<file path="src/rtl/fws_pkg.sv">
// Shared types for the row-aware flash write segmenter.
// Assumes: status codes are visible to software as plain 3-bit values.
package fws_pkg;
    typedef enum logic [2:0] {
        FWS_OK        = 3'd0,
        FWS_REJECT    = 3'd1,
        FWS_ERR_STUCK = 3'd2,
        FWS_TIMEOUT   = 3'd3,
        FWS_RETRY_OUT = 3'd4
    } fws_code_e;

    typedef enum logic [2:0] {
        S_IDLE, S_LOAD, S_CLEAR, S_ISSUE, S_WAIT, S_DONE
    } fws_state_e;
endpackage

</file>
<file path="src/rtl/fws_batch_plan.sv">
// Batch planner: from the current offset and the remaining length it derives
// the size of the next batch and the bank-local word offset of that batch.
// Assumes: ROW_BYTES and HALF_BYTES are powers of two, and HALF_BYTES is a
// multiple of ROW_BYTES, so no batch spans two banks.
module fws_batch_plan #(
    parameter int unsigned HALF_BYTES  = 262144,
    parameter int unsigned ROW_BYTES   = 256,
    parameter int unsigned BATCH_WORDS = 32,
    parameter int unsigned PAGE_BYTES  = 2048,
    parameter int unsigned OFFW        = 19,
    parameter int unsigned LENW        = 20
) (
    input  logic [OFFW-1:0] off,
    input  logic [LENW-1:0] rem,
    input  logic            erase,
    input  logic            info,
    output logic [LENW-1:0] nbytes,
    output logic            bank,
    output logic [OFFW-3:0] word_off
);
    localparam int unsigned ROWB = $clog2(ROW_BYTES);
    localparam int unsigned CAP  = BATCH_WORDS * 4;

    logic [LENW-1:0] to_row;
    logic [OFFW-1:0] local_off;

    // Size: smallest of remaining, buffer capacity and distance to row end.
    always_comb begin
        to_row = LENW'(ROW_BYTES) - LENW'(off[ROWB-1:0]);
        nbytes = rem;
        if (nbytes > LENW'(CAP)) nbytes = LENW'(CAP);
        if (nbytes > to_row)     nbytes = to_row;
        if (erase)               nbytes = LENW'(PAGE_BYTES);
    end

    // Bank split: the upper half of the main array maps to bank 1.
    always_comb begin
        if (info) begin
            bank      = 1'b1;
            local_off = off;
        end else if (off >= OFFW'(HALF_BYTES)) begin
            bank      = 1'b1;
            local_off = off - OFFW'(HALF_BYTES);
        end else begin
            bank      = 1'b0;
            local_off = off;
        end
        word_off = local_off[OFFW-1:2];
    end
endmodule

</file>
<file path="src/rtl/fws_word_packer.sv">
// Byte-to-word packer: accepts source bytes until the target word count is
// reached and emits each completed word little-endian into the write buffer.
// Assumes: clear is held whenever the owner is not loading a batch.
module fws_word_packer #(
    parameter int unsigned BATCH_WORDS = 32,
    parameter int unsigned IDXW        = 5
) (
    input  logic            clk,
    input  logic            rst_n,
    input  logic            clear,
    input  logic [IDXW:0]   target,
    input  logic            src_valid,
    input  logic [7:0]      src_data,
    output logic            src_ready,
    output logic            wr_en,
    output logic [IDXW-1:0] wr_idx,
    output logic [31:0]     wr_data,
    output logic [IDXW:0]   words
);
    logic [1:0]  bcnt;
    logic [23:0] acc;

    assign src_ready = !clear && (words != target);

    // Collect bytes and push out a full word after every fourth byte.
    always_ff @(posedge clk) begin
        if (!rst_n || clear) begin
            bcnt    <= '0;
            acc     <= '0;
            words   <= '0;
            wr_en   <= 1'b0;
            wr_idx  <= '0;
            wr_data <= '0;
        end else begin
            wr_en <= 1'b0;
            if (src_valid && src_ready) begin
                if (bcnt == 2'd3) begin
                    wr_en   <= 1'b1;
                    wr_data <= {src_data, acc};
                    wr_idx  <= words[IDXW-1:0];
                    words   <= words + 1'b1;
                    bcnt    <= '0;
                end else begin
                    acc[8*bcnt +: 8] <= src_data;
                    bcnt             <= bcnt + 1'b1;
                end
            end
        end
    end


    wr_gap_chk: assert property (@(posedge clk) disable iff (!rst_n)
        wr_en |=> !wr_en);
endmodule

</file>
<file path="src/rtl/fws_poll_timer.sv">
// Poll window counter: counts cycles while run is high and flags the last
// cycle of a LIMIT-cycle window. Clears whenever run drops.
// Assumes: LIMIT >= 1.
module fws_poll_timer #(
    parameter int unsigned LIMIT = 50
) (
    input  logic clk,
    input  logic rst_n,
    input  logic run,
    output logic expired
);
    localparam int unsigned CW = $clog2(LIMIT + 1);
    logic [CW-1:0] cnt;

    // Count polls inside the window.
    always_ff @(posedge clk) begin
        if (!rst_n || !run) cnt <= '0;
        else                cnt <= cnt + 1'b1;
    end

    assign expired = run && (cnt == CW'(LIMIT - 1));
endmodule

</file>
<file path="src/rtl/flash_row_segmenter.sv">
// Row-aware flash write segmenter. Splits program requests into
// row-bounded batches, loads the controller write buffer, issues commands
// with retry and an extra program pulse, and handles erases page by page.
// Assumes: the controller accepts a command on cmd_valid and raises
// ctl_busy by the next cycle; ctl_err is valid whenever ctl_busy is low.
module flash_row_segmenter #(
    parameter int unsigned HALF_BYTES  = 262144,
    parameter int unsigned ROW_BYTES   = 256,
    parameter int unsigned BATCH_WORDS = 32,
    parameter int unsigned PAGE_BYTES  = 2048,
    parameter int unsigned PROG_TRIES  = 9,
    parameter int unsigned ERASE_TRIES = 45,
    parameter int unsigned CLR_POLLS   = 50,
    parameter int unsigned DONE_POLLS  = 1500,
    parameter int unsigned ERRW        = 8,
    localparam int unsigned OFFW       = $clog2(2 * HALF_BYTES),
    localparam int unsigned LENW       = OFFW + 1,
    localparam int unsigned IDXW       = $clog2(BATCH_WORDS)
) (
    input  logic            clk,
    input  logic            rst_n,
    input  logic            req_valid,
    input  logic            req_erase,
    input  logic            req_info,
    input  logic [OFFW-1:0] req_offset,
    input  logic [LENW-1:0] req_len,
    output logic            busy,
    input  logic            src_valid,
    input  logic [7:0]      src_data,
    output logic            src_ready,
    output logic            wbuf_we,
    output logic [IDXW-1:0] wbuf_idx,
    output logic [31:0]     wbuf_data,
    output logic            cmd_valid,
    output logic            cmd_erase,
    output logic            cmd_info,
    output logic            cmd_bank,
    output logic [OFFW-3:0] cmd_word_off,
    output logic [IDXW-1:0] cmd_size,
    input  logic            ctl_busy,
    input  logic [ERRW-1:0] ctl_err,
    output logic            done,
    output logic [2:0]      status,
    output logic [OFFW-1:0] fail_offset
);
    import fws_pkg::*;

    localparam int unsigned ATW       = $clog2(ERASE_TRIES + PROG_TRIES + 2);
    localparam int unsigned ROW_WORDS = ROW_BYTES / 4;
    localparam int unsigned PAGE_WORDS = PAGE_BYTES / 4;

    fws_state_e      state;
    logic [OFFW-1:0] cur_off;
    logic [LENW-1:0] rem;
    logic            is_erase, is_info, extra_done;
    logic [ATW-1:0]  attempts;
    logic [LENW-1:0] bat_bytes;
    logic [IDXW:0]   bat_words;
    logic [IDXW:0]   pk_words;
    logic            clr_expired, wait_expired;
    logic            bad_req;
    logic [ATW-1:0]  limit;

    fws_batch_plan #(
        .HALF_BYTES(HALF_BYTES), .ROW_BYTES(ROW_BYTES),
        .BATCH_WORDS(BATCH_WORDS), .PAGE_BYTES(PAGE_BYTES),
        .OFFW(OFFW), .LENW(LENW)
    ) plan_i (
        .off(cur_off), .rem(rem), .erase(is_erase), .info(is_info),
        .nbytes(bat_bytes), .bank(cmd_bank), .word_off(cmd_word_off)
    );

    assign bat_words = bat_bytes[IDXW+2:2];

    fws_word_packer #(.BATCH_WORDS(BATCH_WORDS), .IDXW(IDXW)) pack_i (
        .clk(clk), .rst_n(rst_n), .clear(state != S_LOAD),
        .target(bat_words), .src_valid(src_valid), .src_data(src_data),
        .src_ready(src_ready), .wr_en(wbuf_we), .wr_idx(wbuf_idx),
        .wr_data(wbuf_data), .words(pk_words)
    );

    fws_poll_timer #(.LIMIT(CLR_POLLS)) clr_tmr_i (
        .clk(clk), .rst_n(rst_n), .run(state == S_CLEAR), .expired(clr_expired)
    );

    fws_poll_timer #(.LIMIT(DONE_POLLS)) wait_tmr_i (
        .clk(clk), .rst_n(rst_n), .run(state == S_WAIT), .expired(wait_expired)
    );

    // Request legality check on the incoming fields.
    always_comb begin
        if (req_erase)
            bad_req = req_info
                   || ((req_offset & OFFW'(PAGE_BYTES - 1)) != '0)
                   || ((req_len & LENW'(PAGE_BYTES - 1)) != '0);
        else
            bad_req = (req_offset[1:0] != 2'b00) || (req_len[1:0] != 2'b00);
    end

    // Attempt ceiling for the current batch.
    always_comb begin
        if (is_erase) limit = ATW'(ERASE_TRIES);
        else          limit = ATW'(PROG_TRIES) + ATW'(extra_done);
    end

    assign busy      = (state != S_IDLE);
    assign done      = (state == S_DONE);
    assign cmd_valid = (state == S_ISSUE);
    assign cmd_erase = is_erase;
    assign cmd_info  = is_info;
    assign cmd_size  = is_erase ? '0 : IDXW'(bat_words - 1'b1);

    // Main sequencer: load, clear check, issue, wait, judge.
    always_ff @(posedge clk) begin
        if (!rst_n) begin
            state       <= S_IDLE;
            cur_off     <= '0;
            rem         <= '0;
            is_erase    <= 1'b0;
            is_info     <= 1'b0;
            extra_done  <= 1'b0;
            attempts    <= '0;
            status      <= FWS_OK;
            fail_offset <= '0;
        end else begin
            case (state)
                S_IDLE: if (req_valid) begin
                    cur_off     <= req_offset;
                    rem         <= req_len;
                    is_erase    <= req_erase;
                    is_info     <= req_info;
                    attempts    <= '0;
                    extra_done  <= 1'b0;
                    status      <= FWS_OK;
                    fail_offset <= '0;
                    if (bad_req) begin
                        status      <= FWS_REJECT;
                        fail_offset <= req_offset;
                        state       <= S_DONE;
                    end else if (req_len == '0) state <= S_DONE;
                    else if (req_erase)         state <= S_CLEAR;
                    else                        state <= S_LOAD;
                end
                S_LOAD: if (pk_words == bat_words) state <= S_CLEAR;
                S_CLEAR: begin
                    if (ctl_err == '0) state <= S_ISSUE;
                    else if (clr_expired) begin
                        status      <= FWS_ERR_STUCK;
                        fail_offset <= cur_off;
                        state       <= S_DONE;
                    end
                end
                S_ISSUE: begin
                    attempts <= attempts + 1'b1;
                    state    <= S_WAIT;
                end
                S_WAIT: begin
                    if (!ctl_busy) begin
                        if (ctl_err != '0) begin
                            if (attempts == limit) begin
                                status      <= FWS_RETRY_OUT;
                                fail_offset <= cur_off;
                                state       <= S_DONE;
                            end else state <= S_CLEAR;
                        end else if (!is_erase && !extra_done) begin
                            extra_done <= 1'b1;
                            state      <= S_CLEAR;
                        end else begin
                            cur_off    <= cur_off + OFFW'(bat_bytes);
                            rem        <= rem - bat_bytes;
                            attempts   <= '0;
                            extra_done <= 1'b0;
                            if (rem == bat_bytes) state <= S_DONE;
                            else if (is_erase)    state <= S_CLEAR;
                            else                  state <= S_LOAD;
                        end
                    end else if (wait_expired) begin
                        status      <= FWS_TIMEOUT;
                        fail_offset <= cur_off;
                        state       <= S_DONE;
                    end
                end
                default: state <= S_IDLE;
            endcase
        end
    end


    row_cross_chk: assert property (@(posedge clk) disable iff (!rst_n)
        (cmd_valid && !cmd_erase) |->
        ((int'(cmd_word_off) % ROW_WORDS) + int'(cmd_size) < ROW_WORDS));


    page_align_chk: assert property (@(posedge clk) disable iff (!rst_n)
        (cmd_valid && cmd_erase) |->
        ((int'(cmd_word_off) % PAGE_WORDS) == 0 && cmd_size == '0));


    done_pulse_chk: assert property (@(posedge clk) disable iff (!rst_n)
        done |=> !done);


    issue_clean_chk: assert property (@(posedge clk) disable iff (!rst_n)
        cmd_valid |-> ($past(ctl_err) == '0));


    idle_quiet_chk: assert property (@(posedge clk) disable iff (!rst_n)
        !busy |-> (!src_ready && !cmd_valid && !wbuf_we));
endmodule

</file>
<file path="config.mk">
export PLATFORM = sky130hd
export DESIGN_NAME = flash_row_segmenter
export DESIGN_NICKNAME = d
export VERILOG_FILES = /design/src/rtl/fws_pkg.sv /design/src/rtl/fws_batch_plan.sv /design/src/rtl/fws_word_packer.sv /design/src/rtl/fws_poll_timer.sv /design/src/rtl/flash_row_segmenter.sv
export SDC_FILE = /design/constraint.sdc
export NUM_CORES = 1
export LEC_CHECK = 0
export BUFFER_PORTS_ARGS = -buffer_cell sky130_fd_sc_hd__buf_2
export CORE_UTILIZATION = 45
export CTS_CLUSTER_SIZE = 25
export DETAILED_ROUTE_END_ITERATION = 12
export PLACE_DENSITY = 0.63
export SLEW_MARGIN = 20
export SYNTH_ARGS = -nofsm -noshare
export SYNTH_HDL_FRONTEND = slang
export SYNTH_SLANG_ARGS = --single-unit
</file>
<file path="constraint.sdc">
create_clock -name clk -period 7.2 [get_ports clk]
set_clock_uncertainty 0.15 [all_clocks]
set_input_delay 0.36 -clock clk [delete_from_list [all_inputs] [get_ports clk]]
set_output_delay 0.36 -clock clk [all_outputs]
set_load 0.05 [all_outputs]
</file>
* Yosys cells after proc, flatten, opt, wreduce, memory -nomap -nowiden
Index checks and enable logic that the tools add are counted.
Cells by class: add/subtract/negate cells 12, order comparisons 3, equality and inequality tests 24, shift-type cells 2, multiplexer cells 66, bitwise operators 2, reductions and logical operators 38
Operators by type and width (count):
- 19-bit 2-to-1 mux | 14
- 20-bit 2-to-1 mux | 7
- 3-bit 2-to-1 mux | 19
- 19-bit case mux with 3 select lines | 1
- 20-bit case mux with 2 select lines | 1
- 19-bit case mux with 2 select lines | 1
- 5-bit negator with 34-bit output | 1
- 8-bit by 34-bit variable shift with 24-bit output, first input constant | 1
- 8-bit by 34-bit variable part select with 24-bit output | 1
- 6-bit 2-to-1 mux | 5
- 24-bit bitwise mux | 1
- 20-bit equality test | 1
- 20-bit > comparator | 1
- 20-bit by 8-bit > comparator with 1-bit output, second input constant | 1
- 20-bit zero test | 1
- 20-bit nonzero test | 1
- 20-bit subtractor | 1
- 19-bit adder | 1
- 19-bit >= comparator, second input constant | 1
- 19-bit nonzero test | 1
- 19-bit subtractor, second input constant | 1
- 6-bit by 1-bit adder with 6-bit output, second input constant | 3
- 6-bit case mux with 3 select lines | 1
- 3-bit case mux with 5 select lines | 1
- other kinds (35) | 80
Storage, ports and cells: register bits after elaboration 160, output and inout bits 89, logic and storage cells 164

* Logic depth before layout (Yosys ltp)
depth after elaboration 11, mapped depth 27

* By module
From an unflattened synthesis, not the netlist that was laid out.
Second synthesis, totals: cell total of the unflattened synthesis 1276, area total of the unflattened synthesis 10228.6 sq um
Modules (own cells, without submodules):
- flash_row_segmenter | instances 1, cells an instance 776, area an instance 5840.6 sq um, seq. area each 1461.4 sq um
- fws_word_packer | instances 1, cells an instance 307, area an instance 2791.4 sq um, seq. area each 1401.3 sq um
- fws_batch_plan | instances 1, cells an instance 115, area an instance 877.1 sq um, seq. area each 0.0 sq um
- fws_poll_timer at wait_tmr_i | instances 1, cells an instance 51, area an instance 473.0 sq um, seq. area each 220.2 sq um
- fws_poll_timer at clr_tmr_i | instances 1, cells an instance 27, area an instance 246.5 sq um, seq. area each 120.1 sq um

* Worst setup path before layout
No wires, ideal clock.
path kind reg2reg, from register rem[19], to register rem[14], setup time 70 ps, arrival time 5421 ps, data required time 6980 ps, path slack 1560 ps, stages on the path, launching flop included 25, path buffers 2, clock period less this slack 5640 ps, cell sequence dfxtp_1 -> or4_4 -> a2111oi_4 -> buf_4 -> and2_1 -> ha_1 -> a21o_1 -> a211oi_1 -> o21ai_0 -> nand2_1 -> clkbuf_1 -> nand3_1 -> a21oi_1 -> ha_1 -> inv_1 -> fa_1 -> a21o_1 -> a21o_1 -> a2111o_1 -> and3_1 -> or3_1 -> a21oi_1 -> xnor2_1 -> nand2_1 -> a21oi_1
On the way: longest elaborated chain between the ends 10
Ends and longest elaborated chain:
- start, declared | RTL line flash_row_segmenter.sv:54 | logic [LENW-1:0] rem;
- start signal, assigned | RTL line flash_row_segmenter.sv:129 | rem <= req_len;
- start signal, assigned | RTL line flash_row_segmenter.sv:170 | rem <= rem - bat_bytes;
- 20-bit by 8-bit > comparator with 1-bit output | RTL line fws_batch_plan.sv:31 | if (nbytes > LENW'(CAP)) nbytes = LENW'(CAP);
- 20-bit 2-to-1 mux * | RTL line fws_batch_plan.sv:31
- 20-bit > comparator | RTL line fws_batch_plan.sv:32 | if (nbytes > to_row) nbytes = to_row;
- 20-bit 2-to-1 mux * | RTL line fws_batch_plan.sv:32
- 20-bit 2-to-1 mux * | RTL line fws_batch_plan.sv:33 | if (erase) nbytes = LENW'(PAGE_BYTES);
- 20-bit subtractor * | RTL line flash_row_segmenter.sv:170
- 20-bit 2-to-1 mux * | RTL line flash_row_segmenter.sv:165 | end else if (!is_erase && !extra_done) begin
- 20-bit 2-to-1 mux * | RTL line flash_row_segmenter.sv:159 | if (ctl_err != '0) begin
- 20-bit 2-to-1 mux * | RTL line flash_row_segmenter.sv:158 | if (!ctl_busy) begin
- 20-bit case mux with 2 select lines * | RTL line flash_row_segmenter.sv:126 | case (state)
Mark *: on every way between the ends. The rest lies on a longest branch, timed or not. The select of a mux whose other input is x is not followed. A chain may end at the register's enable or synchronous reset.

* Worst setup path after layout
from register rem[19], to register cur_off[18]
On the way: longest elaborated chain between the ends 10
Ends and longest elaborated chain:
- 20-bit by 8-bit > comparator with 1-bit output | RTL line fws_batch_plan.sv:31
- 20-bit 2-to-1 mux * | RTL line fws_batch_plan.sv:31
- 20-bit > comparator | RTL line fws_batch_plan.sv:32
- 20-bit 2-to-1 mux * | RTL line fws_batch_plan.sv:32
- 20-bit 2-to-1 mux * | RTL line fws_batch_plan.sv:33
- 19-bit adder * | RTL line flash_row_segmenter.sv:169 | cur_off <= cur_off + OFFW'(bat_bytes);
- 19-bit 2-to-1 mux * | RTL line flash_row_segmenter.sv:165
- 19-bit 2-to-1 mux * | RTL line flash_row_segmenter.sv:159
- 19-bit 2-to-1 mux * | RTL line flash_row_segmenter.sv:158
- 19-bit case mux with 2 select lines * | RTL line flash_row_segmenter.sv:126
- end signal, assigned | RTL line flash_row_segmenter.sv:128 | cur_off <= req_offset;
- end signal, assigned | RTL line flash_row_segmenter.sv:169
- end, declared | RTL line flash_row_segmenter.sv:53 | logic [OFFW-1:0] cur_off;
Marks and branches as above.

==> results list <==
- The run finished with clean final reports.
- The number of global-route vias before repair is 8273.
* Vias per Instance: 5.54
- Effective utilization at floorplan: 46.0%
- Total routed wirelength: 26400 µm
* Ant. Diodes: 0
* Routed wirelength normalized by instance count: 16.3 µm
- Of the total synthesized cell area, the portion taken by AND, OR, NAND and NOR gates is 24.1%.
- In this run, synthesis inferred 0 flip-flops with an integrated enable.
- Die height: 149 µm
- For the pin with the worst max-slew slack, the measured transition is 0.943 ns.
- Element type at the critical path end: register
- Post-CTS timing repair inserted 0 buffers for setup.
* Synth-to-Final Area Change: 15.6%
- Pin count of the biggest net entering global routing: 50
- Number of clock sinks seen by CTS: 160
* Multiplexer fraction of the synthesized cell area: 6.73%
- Hold Vio Cnt, Final: 0
- Setup crit start kind: register
- The worst register-to-register path has a setup slack of 0.63 ns.
- Gate Count Post-Synth: 1214
- The die covers 0.0221 mm².
- Among all flip-flop cells after synthesis, the most frequent one is sky130_fd_sc_hd__dfxtp_1.
- Yosys cell types: 72
* Global-route wire length before repair: 42900 µm
* Post-synthesis sequential area ratio: 33.1%
* Cell type contributing the most total cell area after synthesis: sky130_fd_sc_hd__dfxtp_1
- The setup path with the least slack is of type register to register.
- Final Instance Area: 0.0112 mm²
- Synthesis inferred 160 register bits.
- First-pass detailed-route iteration total: 5
* CTS root buffer: sky130_fd_sc_hd__clkbuf_16
- Critical Path RT: 7.34 ns
* Parity-gate share of the synthesized area counting xor and xnor cells: 4.89%
- The worst path uses 91.3% of the clock period.
- For this design, the slowest cell found on the critical path is sky130_fd_sc_hd__a2111oi_4.
- Count of synthesis-stage warnings from yosys: 0
- Worst supply voltage drop on vdd: 0.000494 V
* Type of the most critical hold path: primary input to register
- Proportion of synthesized flip-flops having asynchronous set or reset: 0%
- TritonCTS clock tree: done
* Final setup fails: 0
- Summing all placed instances gives a cell area of 0.0106 mm².
- Setup repair after global routing left no endpoint under its margin.
- Number of maximum-capacitance constraint violations: 0
* HP Start: req_offset[12]
* Number of cells on the worst reg-to-reg path: 22
- The count of final max-slew check failures was 0.
- Sorting the synthesized cells by area gives the leading types as sky130_fd_sc_hd__dfxtp_1, sky130_fd_sc_hd__ha_1, sky130_fd_sc_hd__mux2i_1.
- Quantity of gates resized following cts: 0
* Leak Pwr: 5.07 nW
- Hold Worst Slack: 0.0407 ns
* Post-synth design cell area: 0.00967 mm²
- Along the worst hold path, the cell count comes to 3.
* WHS Endpoint: cur_off[12]
* Sum of internal, switching and leakage power: 6.12 mW
* Normalized max-slew margin: 37.1%
- The worst register-to-register path begins at rem[19].
- IO Count: 151
- After the last flow step, the layout net total stands at 1458.
- Along the worst path, the maximum fanout reaches 11.
* Half-perimeter wire length of the detailed placement result: 19100 µm
- Delay of the slowest cell on the worst path: 0.69 ns
* Cts-stage hold buffer count: 0
* TritonCTS buffer count: 17
- Dominant combinational cell family by area after synthesis: simple AND/OR/NAND/NOR gates
* Port-buffer cells: 150
- Derived from the worst setup path, the maximum achievable clock frequency is 152 MHz.
- Tot GR Track Use: 24.3%
- Data on the critical path arrives at its endpoint at 6.72 ns.
- Dividing total power by cell area gives a power density of 548 mW/mm².
* Violation count after the first detailed-route iteration: 525
* Adder and majority cell fraction of the synthesized area: 7.92%
* RePlAce Congestion: 0.917
* Ratio of cells with drive above 1 in the final layout: 16.1%
- Crit path cell chain: or4_4, a2111oi_4, and2_1, ha_1, nand3_2, o221a_1, o21ai_0, nand2_1, nor2_1, a21oi_1, or2_2, inv_1, fa_1, a21o_1, a21oi_1, o311ai_0, nand3_1, o21ai_0, o31a_1, a41oi_1, a311oi_1, o32ai_1
* R2r endpoint: cur_off[18]
- Initial antenna violation count: 0
- Once detail routing completed, the nets flagged for antenna violations numbered 0.
* Total DRC errors in the routed layout: 0
* Total via count after detailed routing: 8993
* Shortest clock period the worst path allows after layout: 6.57 ns
- In the final timing run, aggregate negative setup slack is 0 ns.
- Placeable core region: 0.0210 mm²
- Counting along the longest clock path gives a buffer depth of 2.
- The die is 149 µm wide.
* Count of H-tree levels built during CTS: 4
- Summing the areas of all compound-gate instances in the mapped netlist gives 17.8% of the synthesized area.
- Rows: 53
- A synthesized cell averages 7.96 µm².
- Synth top area share: 33.1%
- Summed over all layers, the global routing overflow is 0.
- Insertion delay to the later sink of the worst-skew pair: 0.43 ns
- Clock-pin slew was measured on the worst setup and hold paths at 0.08 ns.
-- sequential cells by signal, summed over array words and instances, names as in the netlist, 11 cells and up --
register / flops
cur_off: 19
fail_offset: 19
pack_i.acc: 24
pack_i.wr_data: 32
rem: 20
wait_tmr_i.cnt: 11
-- where the power goes --
group / internal [mW] / switching [mW]
sequential: 1.05 / 0.191
combinational: 1.32 / 2.62
clock: 0.477 / 0.463
total: 2.85 / 3.27
-- critical path: cells and delay by family (launching register included) --
kind,cells,cell delay [ns]
AOI/OAI and AO/OA,12,3.47
and+or+nand+nor,7,1.95
adders and majority gates,2,0.38
DFF,1,0.35
buffers and inverters,1,0.12
-- cell type report --
class / count / area (µm²)
clock buffers: 17 / 425
flip-flops and latches: 160 / 3200
well taps: 275 / 344
inverters: 35 / 131
multi-input cells: 958 / 6020
repair buffers: 164 / 856
fillers: 2032 / 9850
clock inverters: 15 / 199
-- Yosys cell counts, drive strengths merged, types with 3 or more instances --
library cell and number:
nor4 12, o21ai 43, and2 13, and3 10, nor3 26, nand2 171, nand3 51, o311ai 4
xnor2 35, or3 13, nand4 9, a211oi 8, or2 5, or4 8, o2111ai 6, buf 26
dfxtp 160, mux2i 65, nor4b 5, a21boi 3, a311oi 35, or3b 3, o211ai 9, a31oi 9
nor2 164, xor2 19, clkbuf 51, nor2b 4, nand2b 4, inv 33, ha 58, o31ai 7
a22oi 3, o21a 8, a21o 14, o21bai 4, a21oi 83
-- cell usage in the layout, fill, tap and decap left out, drive strengths merged, types with 6 or more instances in the layout --
cell type / Yosys / layout
a211oi: 8 / 8
a21o: 14 / 14
a21oi: 83 / 83
a311oi: 35 / 35
a31oi: 9 / 9
and2: 13 / 13
and3: 10 / 10
buf: 26 / 164
clkbuf: 51 / 17
clkinv: 2 / 10
conb: 2 / 18
dfxtp: 160 / 160
ha: 58 / 58
inv: 33 / 40
mux2i: 65 / 65
nand2: 171 / 171
nand3: 51 / 51
nand4: 9 / 9
nor2: 164 / 164
nor3: 26 / 26
nor4: 12 / 12
o2111ai: 6 / 6
o211ai: 9 / 9
o21a: 8 / 8
o21ai: 43 / 43
o31ai: 7 / 7
or3: 13 / 13
or4: 8 / 8
xnor2: 35 / 35
xor2: 19 / 19
-- per-stage QoR --
| stage | utilization [%] | cells | setup WS [ns] |
|---|---|---|---|
| 6_report | 53.2 | 1624 | 0.629 |
| 5_1_grt | 53.2 | 1624 | 0.0718 |
| 4_1_cts | 53.2 | 1624 | 0.761 |
| 3_5_place_dp | 50.2 | 1592 | 0.796 |
| 3_3_place_gp | 50.2 | 1592 | 0.897 |
| 2_1_floorplan | - | 1230 | 1.56 |
-- per-layer routing --
layer  share of wire, %  vias up  track usage (%)
met1                 48     4195             33.7
met3                4.7       31             3.65
met4                2.1        0             7.84
met5                  0        -                0
li1                   -     4539                -
met2                 45      228             38.5
-- cells by family after synthesis --
logic type | after synthesis
buf+inv | 112
compound gates | 256
simple gates | 505
mux | 65
xor+xnor | 54
fa+ha+maj | 60
flops | 160
other cells | 2
-- how the worst max path moves through the flow --
| stage | depth (start not counted) | start | endpoint | slack [ns] |
|---|---|---|---|---|
| floorplan | 24 | rem[19] | rem[14] | 1.56 |
| global placement | 22 | rem[19] | cur_off[18] | 0.90 |
| detailed placement | 22 | rem[19] | cur_off[18] | 0.80 |
| CTS | 22 | rem[19] | cur_off[18] | 0.76 |
| global route | 22 | rem[19] | cur_off[18] | 0.07 |
| finish | 22 | rem[19] | cur_off[18] | 0.63 |
(Power assumes the default switching activity.)
